### src/rtl/subsleep_pkg.sv
package subsleep_pkg;
  typedef enum logic [2:0] {
    MODE_RUN      = 3'd0,
    MODE_SUBSLEEP = 3'd1,
    MODE_WAKE     = 3'd2,
    MODE_HWSTBY   = 3'd3,
    MODE_RESET    = 3'd4
  } pmode_e;

  // The only control-bit setting that permits sub-sleep entry
  function automatic logic entry_combo_ok(input logic ssby, input logic lson, input logic pss);
    return !ssby && lson && pss;
  endfunction

  function automatic logic irq_can_wake(input logic req, input logic en);
    return req && en;
  endfunction

  function automatic logic per_can_wake(input logic req, input logic en, input logic mask);
    return req && en && !mask;
  endfunction
endpackage

### src/rtl/subsleep_entry_qual.sv
module subsleep_entry_qual
  import subsleep_pkg::*;
(
  input  logic sleep_strobe,
  input  logic sel_sw_standby,
  input  logic sel_low_speed,
  input  logic sel_wdog_prescale,
  input  logic in_run,
  input  logic pins_quiet,
  output logic enter_req,
  output logic reject_req
);
  logic combo_ok;
  logic issue;

  always_comb begin
    combo_ok   = entry_combo_ok(sel_sw_standby, sel_low_speed, sel_wdog_prescale);
    issue      = sleep_strobe && in_run && pins_quiet;
    enter_req  = issue && combo_ok;
    reject_req = issue && !combo_ok;
  end
endmodule

### src/rtl/subsleep_wake_qual.sv
module subsleep_wake_qual
  import subsleep_pkg::*;
#(
  parameter int NUM_IRQ = 6,
  parameter int NUM_PER = 8
) (
  input  logic               nmi_req,
  input  logic [NUM_IRQ-1:0] irq_req,
  input  logic [NUM_IRQ-1:0] irq_en,
  input  logic [NUM_PER-1:0] per_req,
  input  logic [NUM_PER-1:0] per_en,
  input  logic               cpu_mask,
  output logic [NUM_IRQ-1:0] irq_hit,
  output logic [NUM_PER-1:0] per_hit,
  output logic               wake_hit
);
  for (genvar i = 0; i < NUM_IRQ; i++) begin : g_irq
    assign irq_hit[i] = irq_can_wake(irq_req[i], irq_en[i]);
  end

  for (genvar j = 0; j < NUM_PER; j++) begin : g_per
    assign per_hit[j] = per_can_wake(per_req[j], per_en[j], cpu_mask);
  end

  assign wake_hit = nmi_req || (|irq_hit) || (|per_hit);
endmodule

### src/rtl/subsleep_mode_fsm.sv
module subsleep_mode_fsm
  import subsleep_pkg::*;
(
  input  logic   clk,
  input  logic   por_n,
  input  logic   enter_req,
  input  logic   reject_req,
  input  logic   wake_hit,
  input  logic   standby_force,
  input  logic   reset_force,
  output pmode_e state,
  output logic   sleep_nack
);
  pmode_e state_nx;

  always_comb begin
    if (standby_force) begin
      state_nx = MODE_HWSTBY;
    end else if (reset_force) begin
      state_nx = MODE_RESET;
    end else begin
      case (state)
        MODE_RUN:      state_nx = enter_req ? MODE_SUBSLEEP : MODE_RUN;
        MODE_SUBSLEEP: state_nx = wake_hit ? MODE_WAKE : MODE_SUBSLEEP;
        MODE_WAKE:     state_nx = MODE_RUN;
        MODE_HWSTBY:   state_nx = MODE_RESET;
        MODE_RESET:    state_nx = MODE_RUN;
        default:       state_nx = MODE_RUN;
      endcase
    end
  end

  always_ff @(posedge clk or negedge por_n) begin
    if (!por_n) begin
      state      <= MODE_RUN;
      sleep_nack <= 1'b0;
    end else begin
      state      <= state_nx;
      sleep_nack <= reject_req;
    end
  end
endmodule

### src/rtl/subsleep_gate.sv
module subsleep_gate
  import subsleep_pkg::*;
#(
  parameter int                NUM_MOD       = 8,
  parameter logic [NUM_MOD-1:0] KEEP_MASK     = 8'h03,
  parameter logic [NUM_MOD-1:0] VOLATILE_MASK = 8'hF0
) (
  input  pmode_e             state,
  output logic [NUM_MOD-1:0] mod_clk_en,
  output logic [NUM_MOD-1:0] mod_rst,
  output logic               cpu_halt,
  output logic               exc_start
);
  logic clocks_full;
  logic rst_full;
  logic asleep;

  assign clocks_full = (state == MODE_RUN) || (state == MODE_WAKE) || (state == MODE_RESET);
  assign rst_full    = (state == MODE_RESET) || (state == MODE_HWSTBY);
  assign asleep      = (state == MODE_SUBSLEEP);

  for (genvar m = 0; m < NUM_MOD; m++) begin : g_mod
    assign mod_clk_en[m] = clocks_full || (asleep && KEEP_MASK[m]);
    assign mod_rst[m]    = rst_full || (asleep && VOLATILE_MASK[m]);
  end

  assign cpu_halt  = asleep || rst_full;
  assign exc_start = (state == MODE_WAKE);
endmodule

### src/rtl/subsleep_ctrl.sv
module subsleep_ctrl
  import subsleep_pkg::*;
#(
  parameter int                NUM_IRQ       = 6,
  parameter int                NUM_PER       = 8,
  parameter int                NUM_MOD       = 8,
  parameter logic [NUM_MOD-1:0] KEEP_MASK     = 8'h03,
  parameter logic [NUM_MOD-1:0] VOLATILE_MASK = 8'hF0
) (
  input  logic               clk,
  input  logic               por_n,
  input  logic               sleep_strobe,
  input  logic               sel_sw_standby,
  input  logic               sel_low_speed,
  input  logic               sel_wdog_prescale,
  input  logic [NUM_IRQ-1:0] irq_req,
  input  logic [NUM_IRQ-1:0] irq_en,
  input  logic [NUM_PER-1:0] per_req,
  input  logic [NUM_PER-1:0] per_en,
  input  logic               cpu_mask,
  input  logic               nmi_req,
  input  logic               reset_pin_n,
  input  logic               standby_pin_n,
  output logic               cpu_halt,
  output logic [NUM_MOD-1:0] mod_clk_en,
  output logic [NUM_MOD-1:0] mod_rst,
  output logic [2:0]         mode,
  output logic               exc_start,
  output logic               sleep_nack
);
  pmode_e             state;
  logic               standby_force;
  logic               reset_force;
  logic               enter_req;
  logic               reject_req;
  logic               wake_hit;
  logic [NUM_IRQ-1:0] irq_hit;
  logic [NUM_PER-1:0] per_hit;

  assign standby_force = !standby_pin_n;
  assign reset_force   = standby_pin_n && !reset_pin_n;

  subsleep_entry_qual u_entry (
    .sleep_strobe      (sleep_strobe),
    .sel_sw_standby    (sel_sw_standby),
    .sel_low_speed     (sel_low_speed),
    .sel_wdog_prescale (sel_wdog_prescale),
    .in_run            (state == MODE_RUN),
    .pins_quiet        (standby_pin_n && reset_pin_n),
    .enter_req         (enter_req),
    .reject_req        (reject_req)
  );

  subsleep_wake_qual #(.NUM_IRQ(NUM_IRQ), .NUM_PER(NUM_PER)) u_wake (
    .nmi_req  (nmi_req),
    .irq_req  (irq_req),
    .irq_en   (irq_en),
    .per_req  (per_req),
    .per_en   (per_en),
    .cpu_mask (cpu_mask),
    .irq_hit  (irq_hit),
    .per_hit  (per_hit),
    .wake_hit (wake_hit)
  );

  subsleep_mode_fsm u_fsm (
    .clk           (clk),
    .por_n         (por_n),
    .enter_req     (enter_req),
    .reject_req    (reject_req),
    .wake_hit      (wake_hit),
    .standby_force (standby_force),
    .reset_force   (reset_force),
    .state         (state),
    .sleep_nack    (sleep_nack)
  );

  subsleep_gate #(
    .NUM_MOD       (NUM_MOD),
    .KEEP_MASK     (KEEP_MASK),
    .VOLATILE_MASK (VOLATILE_MASK)
  ) u_gate (
    .state      (state),
    .mod_clk_en (mod_clk_en),
    .mod_rst    (mod_rst),
    .cpu_halt   (cpu_halt),
    .exc_start  (exc_start)
  );

  assign mode = state;
endmodule

### config.mk
export PLATFORM = sky130hd
export DESIGN_NAME = subsleep_ctrl
export DESIGN_NICKNAME = d
export VERILOG_FILES = /design/src/rtl/subsleep_pkg.sv /design/src/rtl/subsleep_entry_qual.sv /design/src/rtl/subsleep_wake_qual.sv /design/src/rtl/subsleep_mode_fsm.sv /design/src/rtl/subsleep_gate.sv /design/src/rtl/subsleep_ctrl.sv
export SDC_FILE = /design/constraint.sdc
export NUM_CORES = 1
export LEC_CHECK = 0
export BUFFER_PORTS_ARGS = -buffer_cell sky130_fd_sc_hd__buf_2
export CORE_UTILIZATION = 30
export DETAILED_ROUTE_END_ITERATION = 16
export PLACE_DENSITY = 0.69
export RECOVER_POWER = 100
export SETUP_SLACK_MARGIN = 0.02
export SLEW_MARGIN = 20
export SYNTH_ARGS = -nofsm -noshare
export SYNTH_HDL_FRONTEND = slang
export SYNTH_HIERARCHICAL = 1
export SYNTH_SLANG_ARGS = --single-unit
export TNS_END_PERCENT = 20
### constraint.sdc
create_clock -name clk -period 3.1 [get_ports clk]
set_clock_uncertainty 0.05 [all_clocks]
set_input_delay 0 -clock clk [delete_from_list [all_inputs] [get_ports clk]]
set_output_delay 0 -clock clk [all_outputs]
set_load 0.05 [all_outputs]
### Yosys cells after proc, flatten, opt, wreduce, memory -nomap -nowiden

Index checks and enable logic that the tools add are counted.

| word-level totals | value |
|---|---|
| register bits | 4 |
| latch bits | 0 |
| memory bits (writable) | 0 |
| ROM bits | 0 |
| output and inout port bits | 22 |
| logic and storage cells | 55 |
| memories | 0 |

| cells by class | value |
|---|---|
| add/subtract/negate cells | 0 |
| multipliers | 0 |
| divide/modulo/power cells | 0 |
| order comparisons | 0 |
| equality and inequality tests | 4 |
| shift-type cells | 0 |
| mux-type cells | 5 |
| bitwise logic cells | 0 |
| reductions and logical operators | 44 |

Operators by type and width:

| operator | count |
|---|---|
| $logic_and 1x1->1 | 30 |
| $pmux 3 s3 | 1 |
| $reduce_or 8->1 | 1 |
| $logic_or 1x1->1 | 7 |
| $eq 3x2->1 const B | 2 |
| $mux 3 | 2 |
| $reduce_or 6->1 | 1 |
| $logic_not 1->1 | 4 |
| $eq 3x1->1 const B | 1 |
| $eq 3x3->1 const B | 1 |
| $logic_not 3->1 | 1 |
| $mux 2 | 1 |
| $mux 1 | 1 |

### Depth between registers and ports, before layout

| depth | value |
|---|---|
| depth in word-level cells | 8 |
| depth in mapped cells | 6 |
| gate-level depth less buffers | 6 |

### Modules after synthesis

The synthesis kept the hierarchy.

Modules (own cells, without submodules):

| module | instances | cells each | area each (µm²) | seq. area each (µm²) |
|---|---|---|---|---|
| subsleep_gate | 1 | 23 | 173.9 | 0.0 |
| subsleep_wake_qual | 1 | 30 | 167.7 | 0.0 |
| subsleep_mode_fsm | 1 | 12 | 153.9 | 100.1 |
| subsleep_ctrl | 1 | 4 | 25.0 | 0.0 |
| subsleep_entry_qual | 1 | 4 | 23.8 | 0.0 |

### Least setup slack after synthesis

OpenSTA, ideal clock, no wires.

| timing path | value |
|---|---|
| path type | register to output |
| start | register u_fsm.state[0] |
| end | output mod_clk_en[1] |
| data arrival time | 1.582 ns |
| path slack | 1.468 ns |
| cell stages (with the launch flop) | 4 |
| cells stage by stage | dfrtp_1 -> nor2_2 -> or2_1 -> buf_4 |

| between the ends | value |
|---|---|
| cells in the longest elaborated chain, start to end | 4 |

RTL lines:

| what | RTL line | text |
|---|---|---|
| start: declaration | subsleep_mode_fsm.sv:11 | `output pmode_e state,` |
| start signal: assignment | subsleep_mode_fsm.sv:38 | `state <= state_nx;` |
| $eq 3x2->1 / $logic_not 3->1 (equally long branches) | subsleep_gate.sv:18 | `assign clocks_full = (state == MODE_RUN) \|\| (state == MODE_WAKE) \|\| (state == MODE_RESET);` |
| $logic_or 1x1->1 (2 in series) | subsleep_gate.sv:18 |  |
| $logic_or 1x1->1 (*) | -- |  |
| end: declaration | subsleep_ctrl.sv:25 | `output logic [NUM_MOD-1:0] mod_clk_en,` |

Every way passes the cells marked *; elsewhere a longest branch is shown, timed or not.

### Worst setup path after layout

| timing path | value |
|---|---|
| start | register u_fsm.state[1] |
| end | output mod_rst[1] |

| between the ends | value |
|---|---|
| cells in the longest elaborated chain, start to end | 2 |

RTL lines:

| what | RTL line | text |
|---|---|---|
| $eq 3x3->1 / $eq 3x2->1 (equally long branches) | subsleep_gate.sv:19 | `assign rst_full = (state == MODE_RESET) \|\| (state == MODE_HWSTBY);` |
| $logic_or 1x1->1 (*) | subsleep_gate.sv:19 |  |
| end: declaration | subsleep_ctrl.sv:26 | `output logic [NUM_MOD-1:0] mod_rst,` |

Marked as above.

==> flow_summary.ini <==
[worst_setup_path]
worstPathRequired_ns = 3.05
cp.arrival_ns = 1.60
critPathCaptureType = output port
crit_path_start_kind = flop
worstPathMaxFanout = 8
path_class = flop to output port

[power_and_ir_drop]
p_leak_nw = 0.349
power.density_nw_per_um2 = 395
ir_drop_mv = 0.171
total_power_w = 0.000277

[clock_network]
clock_path_buffers = 2
clkSlewWorstSetupHoldPaths_ns = 0.04
clk_latency_ns = 0.23
cts_sinks = 4
root_buffer = clkbuf_4
cts_tree = done
cts_resized = 0
cts_buffers = 3
htree_levels = 1

[floorplanning]
start_util_pct = 32.4
placementRows = 14
dieWidth_microns = 42.3
die_y_microns = 42.3
pin_count = 60
dieArea_sq_um = 1790
core_area_sq_um = 1510

[sta]
fin_crit_ns = 1.65
rsz0062_at_grt = no
tns_ns = 0
slew_violations = 0
finalHoldViolations = 0
setup_violations = 0
worst_hold_slack_ns = 0.00894
fmax_mhz = 607
relSlewSlack_pct = 60.5
timing.final.crit_share_pct = 53.1
worst_pin_slew_ns = 0.595

[finish]
nNetsFinal = 149
drive_above_1_share_pct = 41.3
fin_util_pct = 46.5
fillers = 174
synthToLayoutAreaGrowth_pct = 43.6
antenna_cells = 0
instances_no_fill = 125

[placed_design]
routabilityCongestion = 0.699
place_inst = 120
dp_hpwl_microns = 1030
port_buffers = 59

[routing]
drc = 0
dr.pass1.iters = 4
routed_wl_microns = 1180
post_drt_via_cell_ratio = 4.72
antenna_left = 0
wl_per_cell_microns = 9.46
drt_iter0_markers = 5
vias = 590

[grt]
grt_overflow = 0
antenna_found_initial = 0
gr-usage-all-layers_pct = 13.0
grt_pass1_wl_microns = 1860
grt_pass1_vias = 514
grt_max_degree = 12

[yosys]
syn_avg_cell_area_sq_um = 8.00
syn-num-nets = 99
syn_area_sq_um = 488
syn_inst = 61
yosysWarnings = 6

[job]
cap_viol_max_count = 0

[hold_path]
hold_path.class = input port to flop

[status]
status = finished clean
==> cells in the final DEF (no fill, tap or decap), types with 2 or more instances in the layout <==
cell type and instances:
nor3_1 2, clkbuf_4 3, and2_1 2, dfrtp_1 4, buf_2 36, nand3b_1 4, clkbuf_1 23, a21oi_1 5
inv_1 3, and2b_2 2, nand2_1 5, dlygate4sd3_1 2
==> through the flow <==
stage                     setup WS [ns]  cell area, sq um
after global routing               1.31               701
final                              1.45               701
after detailed placement           1.57               687
after CTS                          1.61               729
after global placement             1.62               687
after floorplan                    1.47               488
==> worst paths after layout <==
path,from,end,slack [ns],depth (start not counted)
worst max-delay path,u_fsm/state[1],mod_rst[1],1.45,3
max in group asynchronous,por_n,u_fsm/state[0],2.76,2
worst min register to register,u_fsm/state[1],u_fsm/state[2],0.68,2
worst min-delay path,standby_pin_n,u_fsm/state[2],0.009,3
worst max register to register,u_fsm/state[0],u_fsm/state[0],1.61,6
min in group asynchronous,por_n,u_fsm/state[1],0.07,2
==> flip-flops by register name, indices dropped and copies added, names as in the netlist <==
signal	count
u_fsm/sleep_nack	1
u_fsm/state	3
==> worst max-delay path: stages (launching register included) <==
cell	delay [ns]
dfrtp_1	0.49
nor2b_1	0.20
a22o_1	0.20
clkbuf_1	0.48
==> layer usage <==
metal | vias up | share of wire (%) | GRT usage, %
li1 | 294 | - | -
met1 | 250 | 36 | 12.0
met2 | 46 | 53 | 28.3
met3 | 0 | 11 | 0
met4 | 0 | 0 | 5.63
met5 | - | 0 | 0
==> power by group <==
group          internal, W  switching [W]  total [W]
Sequential       0.0000552     0.00000715  0.0000623
Clock            0.0000431      0.0000188  0.0000620
Combinational    0.0000418       0.000111   0.000153
==> final cells by class <==
cell class              instances  area (sq um)  share of cell area [%]
multi-input cells              38           260                    37.1
well taps                      16          20.0                    2.86
flip-flops and latches          4           100                    14.3
inverters                       3          11.3                    1.61
clock buffers                   3          22.5                    3.21
repair buffers                 61           287                    40.9
==> what timing repair did <==
action | 4_1_cts | 5_1_grt
hold buffers | 2 | 0
buffers inserted | 0 | 0
endpoints found under the hold margin | 5 | 0
Power figures use the tool's default switching activity.
